===== src/rtl/sadc_pkg.sv =====
package sadc_pkg;

    localparam int RES_BITS   = 12;
    localparam int LEAD_BITS  = 3;
    localparam int TRAIL_BITS = 1;

    typedef enum logic [1:0] {
        PM_NORMAL  = 2'b00,
        PM_PARTIAL = 2'b01,
        PM_FULL    = 2'b10
    } pmode_t;

    typedef enum logic [1:0] {
        RK_EARLY,
        RK_SLEEP,
        RK_CONT,
        RK_LATE
    } rise_kind_t;

    // Classify where the start line was released inside a frame.
    function automatic rise_kind_t classify_rise(input int edges, input int lead,
                                                 input int cont_edge, input int frame_len);
        if (edges < lead)           return RK_EARLY;
        else if (edges < cont_edge) return RK_SLEEP;
        else if (edges < frame_len) return RK_CONT;
        else                        return RK_LATE;
    endfunction

    // Output coding: offset binary in, two's complement when bipolar.
    function automatic logic [RES_BITS-1:0] code_format(input logic [RES_BITS-1:0] raw,
                                                        input logic bipolar);
        logic [RES_BITS-1:0] r;
        r = raw;
        if (bipolar) r[RES_BITS-1] = ~raw[RES_BITS-1];
        return r;
    endfunction

    function automatic pmode_t deepen(input pmode_t m);
        case (m)
            PM_NORMAL: return PM_PARTIAL;
            default:   return PM_FULL;
        endcase
    endfunction

endpackage


===== src/rtl/sadc_edge_sync.sv =====
module sadc_edge_sync #(
    parameter int STAGES   = 2,
    parameter bit RST_LVL  = 1'b0
) (
    input  logic clk,
    input  logic rst,
    input  logic async_in,
    output logic level,
    output logic rise,
    output logic fall
);
    logic [STAGES-1:0] chain;
    logic              prev;

    generate
        for (genvar i = 0; i < STAGES; i++) begin : g_stage
            always_ff @(posedge clk) begin
                if (rst) chain[i] <= RST_LVL;
                else if (i == 0) chain[i] <= async_in;
                else chain[i] <= chain[(i == 0) ? 0 : i-1];
            end
        end
    endgenerate

    always_ff @(posedge clk) begin
        if (rst) prev <= RST_LVL;
        else     prev <= chain[STAGES-1];
    end

    assign level = chain[STAGES-1];
    assign rise  = chain[STAGES-1] & ~prev;
    assign fall  = ~chain[STAGES-1] & prev;
endmodule


===== src/rtl/sadc_frame_seq.sv =====
module sadc_frame_seq
    import sadc_pkg::*;
#(
    parameter int RES_W   = RES_BITS,
    parameter int LEAD_Z  = LEAD_BITS,
    parameter int TRAIL_Z = TRAIL_BITS
) (
    input  logic clk,
    input  logic rst,
    input  logic cs_fall,
    input  logic cs_rise,
    input  logic cs_lvl,
    input  logic sck_rise,
    input  logic sck_fall,
    output logic shift_en,
    output logic sleep_req,
    output logic wake_req,
    output logic oe,
    output logic hold,
    output logic cal_done
);
    localparam int FRAME_LEN = LEAD_Z + RES_W + TRAIL_Z;
    localparam int HOLD_END  = LEAD_Z + RES_W - 1;
    localparam int CNT_W     = $clog2(FRAME_LEN + 2);
    localparam logic [CNT_W-1:0] CNT_MAX = '1;
    localparam logic [CNT_W-1:0] FRAME_C = CNT_W'(FRAME_LEN);
    localparam logic [CNT_W-1:0] HOLD_C  = CNT_W'(HOLD_END);

    logic             active;
    logic             tri_pend;
    logic [CNT_W-1:0] cnt;
    logic [CNT_W-1:0] cnt_nxt;
    rise_kind_t       kind;
    logic             rise_in_frame;

    assign cnt_nxt       = (cnt == CNT_MAX) ? cnt : cnt + 1'b1;
    assign kind          = classify_rise(int'(cnt), LEAD_Z, HOLD_END, FRAME_LEN);
    assign rise_in_frame = !cs_fall && cs_rise && active;
    assign sleep_req     = rise_in_frame && (kind == RK_SLEEP);
    assign wake_req      = rise_in_frame && (kind == RK_CONT || kind == RK_LATE);
    assign shift_en      = sck_rise && active && !tri_pend && !cs_fall && !cs_rise;

    always_ff @(posedge clk) begin
        if (rst) begin
            active   <= 1'b0;
            tri_pend <= 1'b0;
            cnt      <= '0;
            oe       <= 1'b0;
            hold     <= 1'b0;
            cal_done <= 1'b0;
        end else if (cs_fall) begin
            active   <= 1'b1;
            tri_pend <= 1'b0;
            cnt      <= '0;
            oe       <= 1'b1;
            hold     <= 1'b1;
        end else if (rise_in_frame) begin
            tri_pend <= 1'b0;
            if (kind != RK_CONT) begin
                active <= 1'b0;
                oe     <= 1'b0;
                hold   <= 1'b0;
            end
        end else if (sck_rise && active) begin
            if (tri_pend) begin
                active   <= 1'b0;
                oe       <= 1'b0;
                tri_pend <= 1'b0;
            end else begin
                cnt <= cnt_nxt;
                if (cnt_nxt == HOLD_C) hold <= 1'b0;
                if (cnt_nxt == FRAME_C) begin
                    cal_done <= 1'b1;
                    if (cs_lvl) active <= 1'b0;
                end
            end
        end else if (sck_fall && active && (cnt >= FRAME_C) && !cs_lvl) begin
            tri_pend <= 1'b1;
        end
    end
endmodule


===== src/rtl/sadc_pwr_fsm.sv =====
module sadc_pwr_fsm
    import sadc_pkg::*;
(
    input  logic   clk,
    input  logic   rst,
    input  logic   sleep_req,
    input  logic   wake_req,
    output pmode_t mode
);
    always_ff @(posedge clk) begin
        if (rst)            mode <= PM_NORMAL;
        else if (wake_req)  mode <= PM_NORMAL;
        else if (sleep_req) mode <= deepen(mode);
    end
endmodule


===== src/rtl/sadc_shifter.sv =====
module sadc_shifter
    import sadc_pkg::*;
#(
    parameter int RES_W   = RES_BITS,
    parameter int LEAD_Z  = LEAD_BITS,
    parameter int TRAIL_Z = TRAIL_BITS
) (
    input  logic             clk,
    input  logic             rst,
    input  logic             load,
    input  logic             blank,
    input  logic             bipolar,
    input  logic [RES_W-1:0] raw_code,
    input  logic             shift_en,
    output logic             sdo
);
    localparam int FRAME_LEN = LEAD_Z + RES_W + TRAIL_Z;

    logic [FRAME_LEN-1:0] sreg;
    logic [RES_W-1:0]     coded;

    assign coded = blank ? '0 : code_format(raw_code, bipolar);

    always_ff @(posedge clk) begin
        if (rst) begin
            sreg <= '0;
            sdo  <= 1'b0;
        end else if (load) begin
            sreg <= {{LEAD_Z{1'b0}}, coded, {TRAIL_Z{1'b0}}};
            sdo  <= 1'b0;
        end else if (shift_en) begin
            sdo  <= sreg[FRAME_LEN-1];
            sreg <= {sreg[FRAME_LEN-2:0], 1'b0};
        end
    end
endmodule


===== src/rtl/sadc_serial_ctrl.sv =====
module sadc_serial_ctrl
    import sadc_pkg::*;
#(
    parameter int RES_W       = RES_BITS,
    parameter int LEAD_Z      = LEAD_BITS,
    parameter int TRAIL_Z     = TRAIL_BITS,
    parameter int SYNC_STAGES = 2
) (
    input  logic             clk,
    input  logic             rst,
    input  logic             start_n,
    input  logic             sclk,
    input  logic [RES_W-1:0] core_code,
    input  logic             bipolar_mode,
    output logic             sdo,
    output logic             sdo_oe,
    output logic             hold_active,
    output logic [1:0]       pwr_mode,
    output logic             ref_on,
    output logic             cal_done
);
    logic   cs_lvl, cs_rise, cs_fall;
    logic   sck_lvl, sck_rise, sck_fall;
    logic   shift_en, sleep_req, wake_req;
    pmode_t mode;

    sadc_edge_sync #(.STAGES(SYNC_STAGES), .RST_LVL(1'b1)) u_cs_sync (
        .clk(clk), .rst(rst), .async_in(start_n),
        .level(cs_lvl), .rise(cs_rise), .fall(cs_fall));

    sadc_edge_sync #(.STAGES(SYNC_STAGES), .RST_LVL(1'b0)) u_sck_sync (
        .clk(clk), .rst(rst), .async_in(sclk),
        .level(sck_lvl), .rise(sck_rise), .fall(sck_fall));

    sadc_frame_seq #(.RES_W(RES_W), .LEAD_Z(LEAD_Z), .TRAIL_Z(TRAIL_Z)) u_seq (
        .clk(clk), .rst(rst),
        .cs_fall(cs_fall), .cs_rise(cs_rise), .cs_lvl(cs_lvl),
        .sck_rise(sck_rise), .sck_fall(sck_fall),
        .shift_en(shift_en), .sleep_req(sleep_req), .wake_req(wake_req),
        .oe(sdo_oe), .hold(hold_active), .cal_done(cal_done));

    sadc_pwr_fsm u_pwr (
        .clk(clk), .rst(rst),
        .sleep_req(sleep_req), .wake_req(wake_req), .mode(mode));

    sadc_shifter #(.RES_W(RES_W), .LEAD_Z(LEAD_Z), .TRAIL_Z(TRAIL_Z)) u_shift (
        .clk(clk), .rst(rst),
        .load(cs_fall), .blank(mode != PM_NORMAL), .bipolar(bipolar_mode),
        .raw_code(core_code), .shift_en(shift_en), .sdo(sdo));

    assign pwr_mode = mode;
    assign ref_on   = (mode != PM_FULL);

    logic unused_sck_lvl;
    assign unused_sck_lvl = sck_lvl;
endmodule


===== config.mk =====
export PLATFORM = sky130hd
export DESIGN_NAME = sadc_serial_ctrl
export DESIGN_NICKNAME = d
export VERILOG_FILES = /design/src/rtl/sadc_pkg.sv /design/src/rtl/sadc_edge_sync.sv /design/src/rtl/sadc_frame_seq.sv /design/src/rtl/sadc_pwr_fsm.sv /design/src/rtl/sadc_shifter.sv /design/src/rtl/sadc_serial_ctrl.sv
export SDC_FILE = /design/constraint.sdc
export NUM_CORES = 1
export LEC_CHECK = 0
export BUFFER_PORTS_ARGS = -buffer_cell sky130_fd_sc_hd__buf_2
export CELL_PAD_IN_SITES_DETAIL_PLACEMENT = 0
export CELL_PAD_IN_SITES_GLOBAL_PLACEMENT = 1
export CORE_MARGIN = 2
export CORE_UTILIZATION = 45
export CTS_CLUSTER_SIZE = 28
export DETAILED_ROUTE_END_ITERATION = 16
export GPL_TIMING_DRIVEN = 0
export PLACE_DENSITY_LB_ADDON = 0.1
export REMOVE_ABC_BUFFERS = 1
export SYNTH_ARGS = -nofsm -noshare
export SYNTH_HDL_FRONTEND = slang
export SYNTH_SLANG_ARGS = --single-unit

===== constraint.sdc =====
create_clock -name clk -period 2.81 [get_ports clk]
set_clock_uncertainty 0.05 [all_clocks]
set_input_delay 0.562 -clock clk [delete_from_list [all_inputs] [get_ports clk]]
set_output_delay 0.562 -clock clk [all_outputs]
set_load 0.05 [all_outputs]

==> results.toml <==
[die]
rows = 21
core_mm2 = 0.00336
io_pins = 24
die_w_um = 63.4
die-area_mm2 = 0.00402
die_y_um = 63.4
start_util_pct = 47.2

[cts]
root_buffer = "clkbuf_4"
numCtsBuffers = 5
cts_tree = "yes"
clk_latency_ns = 0.33
cts_resized = 0
clkTransAtPathRegs_ns = 0.10
clock_sinks = 34
clk_path_buf_depth = 2
cts_setup_buffers = 0
htreeDepth = 2
ctsHoldBuffers = 0

[sta]
final_hold_viol_count = 0
drv_slew = 0
fin_crit_sh_pct = 73.5
rsz0062_at_grt = "false"
timing.final.ws_setup_ns = 0.744
relSlewSlack_pct = 51.1
setup_viol = 0
tns_ns = 0
period_minus_slack_ns = 2.07
clock.fmax_ghz = 0.484
worst_pin_slew_ns = 0.730

[finish]
final_common_cell = "dfxtp_1"
fin_cells = 242
num_antenna_cells = 0
final_cell_mix = "dfxtp_1 (34), nor2_1 (26), buf_2 (23)"
final_nets = 214
drive_above_1_share_pct = 23.5
area_growth_pct = 10.4

[global_route]
grt_pass1_vias = 1230
grt_pass1_wl_um = 5520
grt_util_all_layers_pct = 17.0
antenna_found_initial = 0
grt_overflow_total = 0
grt_max_degree = 27

[critical_path]
cp-startpoint = "u_cs_sync.level$_SDFF_PP1_"
critPathTopFamily = "simple AND/OR/NAND/NOR gates"
cp_slowest_stage_delay_ns = 0.68
critPathArrivalTime_ns = 2.27
slowest_stage = "nor3_2"
critPathCaptureType = "register"
r2r_start = "u_cs_sync.level$_SDFF_PP1_"
crit_chain = "inv_1 -> nand2_1 -> nor3_2 -> a22oi_1 -> a211oi_2"
crit_type = "reg2reg"
cp_max_fo = 16
required_ns = 3.02
crit_buf_inv = 1
cp-start-kind = "register"

[detailed_routing]
num_vias = 1311
wl_met3_um = 113
drc = 0
wire_per_inst_um = 12.7
drt_iter0_markers = 109
vias_per_cell = 5.42
met1_length_um = 1420
dr_wl_met2_um = 1510
postRouteWirelength_um = 3080
highest_layer = "met4"
dr.pass1.iters = 4
antenna_left = 0

[placed_design]
place.gp.congestion = 0.851
portBuffers = 23
placed_cells = 235
hpwl_um = 2160
place_ws_ns = 0.764

[power]
p_comb_share_pct = 13.3
p_clk_share_pct = 28.1
p_leak_nw = 0.670
power_density_mw_per_mm2 = 506
power.switching_uw = 244
power_frac_seq_pct = 58.6
swShare_pct = 27.5
peakVddDrop_uv = 274
cellInternalPower_uw = 644

[synth]
yosysWarnings = 0
synth_ff_type = "dfxtp_1"
ys_seq_elements = 34
synth_cells = 177
avgSynthCellArea_um2 = 8.98
async_flop_share_pct = 0
synth_cell_type_count = 43
synth_edf_count = 0
synth_area_mm2 = 0.00159
ys_seq_area_share_pct = 42.8

[hold_path]
min_from = "start_n"
hp-class = "in2reg"

[job]
cap_violations = 0

[status]
status = "complete, no violations"
[through the flow]
stage / total power, mW / hold WS, ns / area (µm²) / util (%)
5_1_grt: 0.937 / 0.336 / 1750 / 52.2
4_1_cts: 0.899 / 0.340 / 1750 / 52.2
3_5_place_dp: 0.651 / 0.349 / 1710 / 50.7
6_report: 0.888 / 0.354 / 1750 / 52.2
3_3_place_gp: 0.647 / 0.344 / 1710 / 50.7
2_1_floorplan: 0.615 / 0.339 / 1530 / -
[cell usage after synthesis, types with 2 or more instances]
library cell | instances | area share [%]
nor2_1 | 26 | 6.1
a211oi_2 | 8 | 6.3
nand3_1 | 6 | 1.9
o21ai_0 | 4 | 1.3
nand4_1 | 2 | 0.79
a21oi_1 | 9 | 2.8
dfxtp_1 | 34 | 43
nand3b_1 | 2 | 0.94
a211oi_1 | 5 | 2.4
clkbuf_1 | 7 | 1.7
a31o_2 | 2 | 1.1
mux2i_1 | 5 | 3.1
buf_2 | 2 | 0.63
nand2_1 | 12 | 2.8
xor2_1 | 2 | 1.1
a22oi_1 | 12 | 5.7
or2_2 | 2 | 0.79
inv_1 | 5 | 1.2
nor2b_1 | 5 | 2.0
nor3_1 | 3 | 0.94
nor3b_1 | 2 | 0.94
[registers in the layout, indices dropped and copies added (netlist names)]
register,cells
u_sck_sync.prev,1
u_seq.tri_pend,1
u_cs_sync.chain,1
u_shift.sreg,15
u_seq.cnt,5
u_seq.hold,1
u_shift.sdo,1
u_seq.cal_done,1
u_cs_sync.level,1
u_pwr.mode,2
u_sck_sync.chain,1
u_cs_sync.prev,1
u_seq.active,1
u_sck_sync.level,1
u_seq.oe,1
[power groups by stage]
stage	clock network [mW]	logic (mW)	registers [mW]
floorplan	0	0.0735	0.541
global placement	0	0.116	0.531
detailed placement	0	0.119	0.532
CTS	0.259	0.120	0.521
global route	0.281	0.132	0.524
finish	0.250	0.118	0.521
[final timing paths]
path,slack (ns),cells after the start,to
setup / recovery,0.74,5,u_shift.sreg[9]$_SDFFE_PP0P_
setup reg to reg,0.74,5,u_shift.sreg[9]$_SDFFE_PP0P_
hold / removal,0.35,2,u_cs_sync.chain[0]$_SDFF_PP1_
hold reg to reg,0.37,1,u_cs_sync.level$_SDFF_PP1_
[layer usage]
metal | global-route usage, % | vias to the layer above
li1 | - | 677
met1 | 21.2 | 608
met3 | 5.36 | 5
met2 | 27.9 | 21
met4 | 5.71 | 0
met5 | 0 | -
[worst reg2reg max path, delay by kind of cell (launching register included)]
family | cells | cell delay [ns]
AO/OA/AOI/OAI | 2 | 0.43
buffers and inverters | 1 | 0.12
AND/OR/NAND/NOR | 2 | 1.02
flip-flops | 1 | 0.37
[logic make-up after synthesis]
logic type | count (synthesis) | synth area share (%)
AND/OR/NAND/NOR | 70 | 23.0
multiplexers | 5 | 3.15
adder cells (fa/ha/maj) | 1 | 0.787
XOR/XNOR | 2 | 1.10
flip-flops | 34 | 42.8
buffers and inverters | 16 | 4.65
AO/OA/AOI/OAI | 49 | 24.5
[area by class of cell]
class	instances	area (µm²)
inverters	5	18.8
flip-flops and latches	34	681
well taps	46	57.6
clock inverters	2	10.0
clock buffers	5	37.5
repair buffers	23	115
multi-input cells	127	835
fillers	346	1610
No activity file was read; power rests on OpenSTA's default activity.
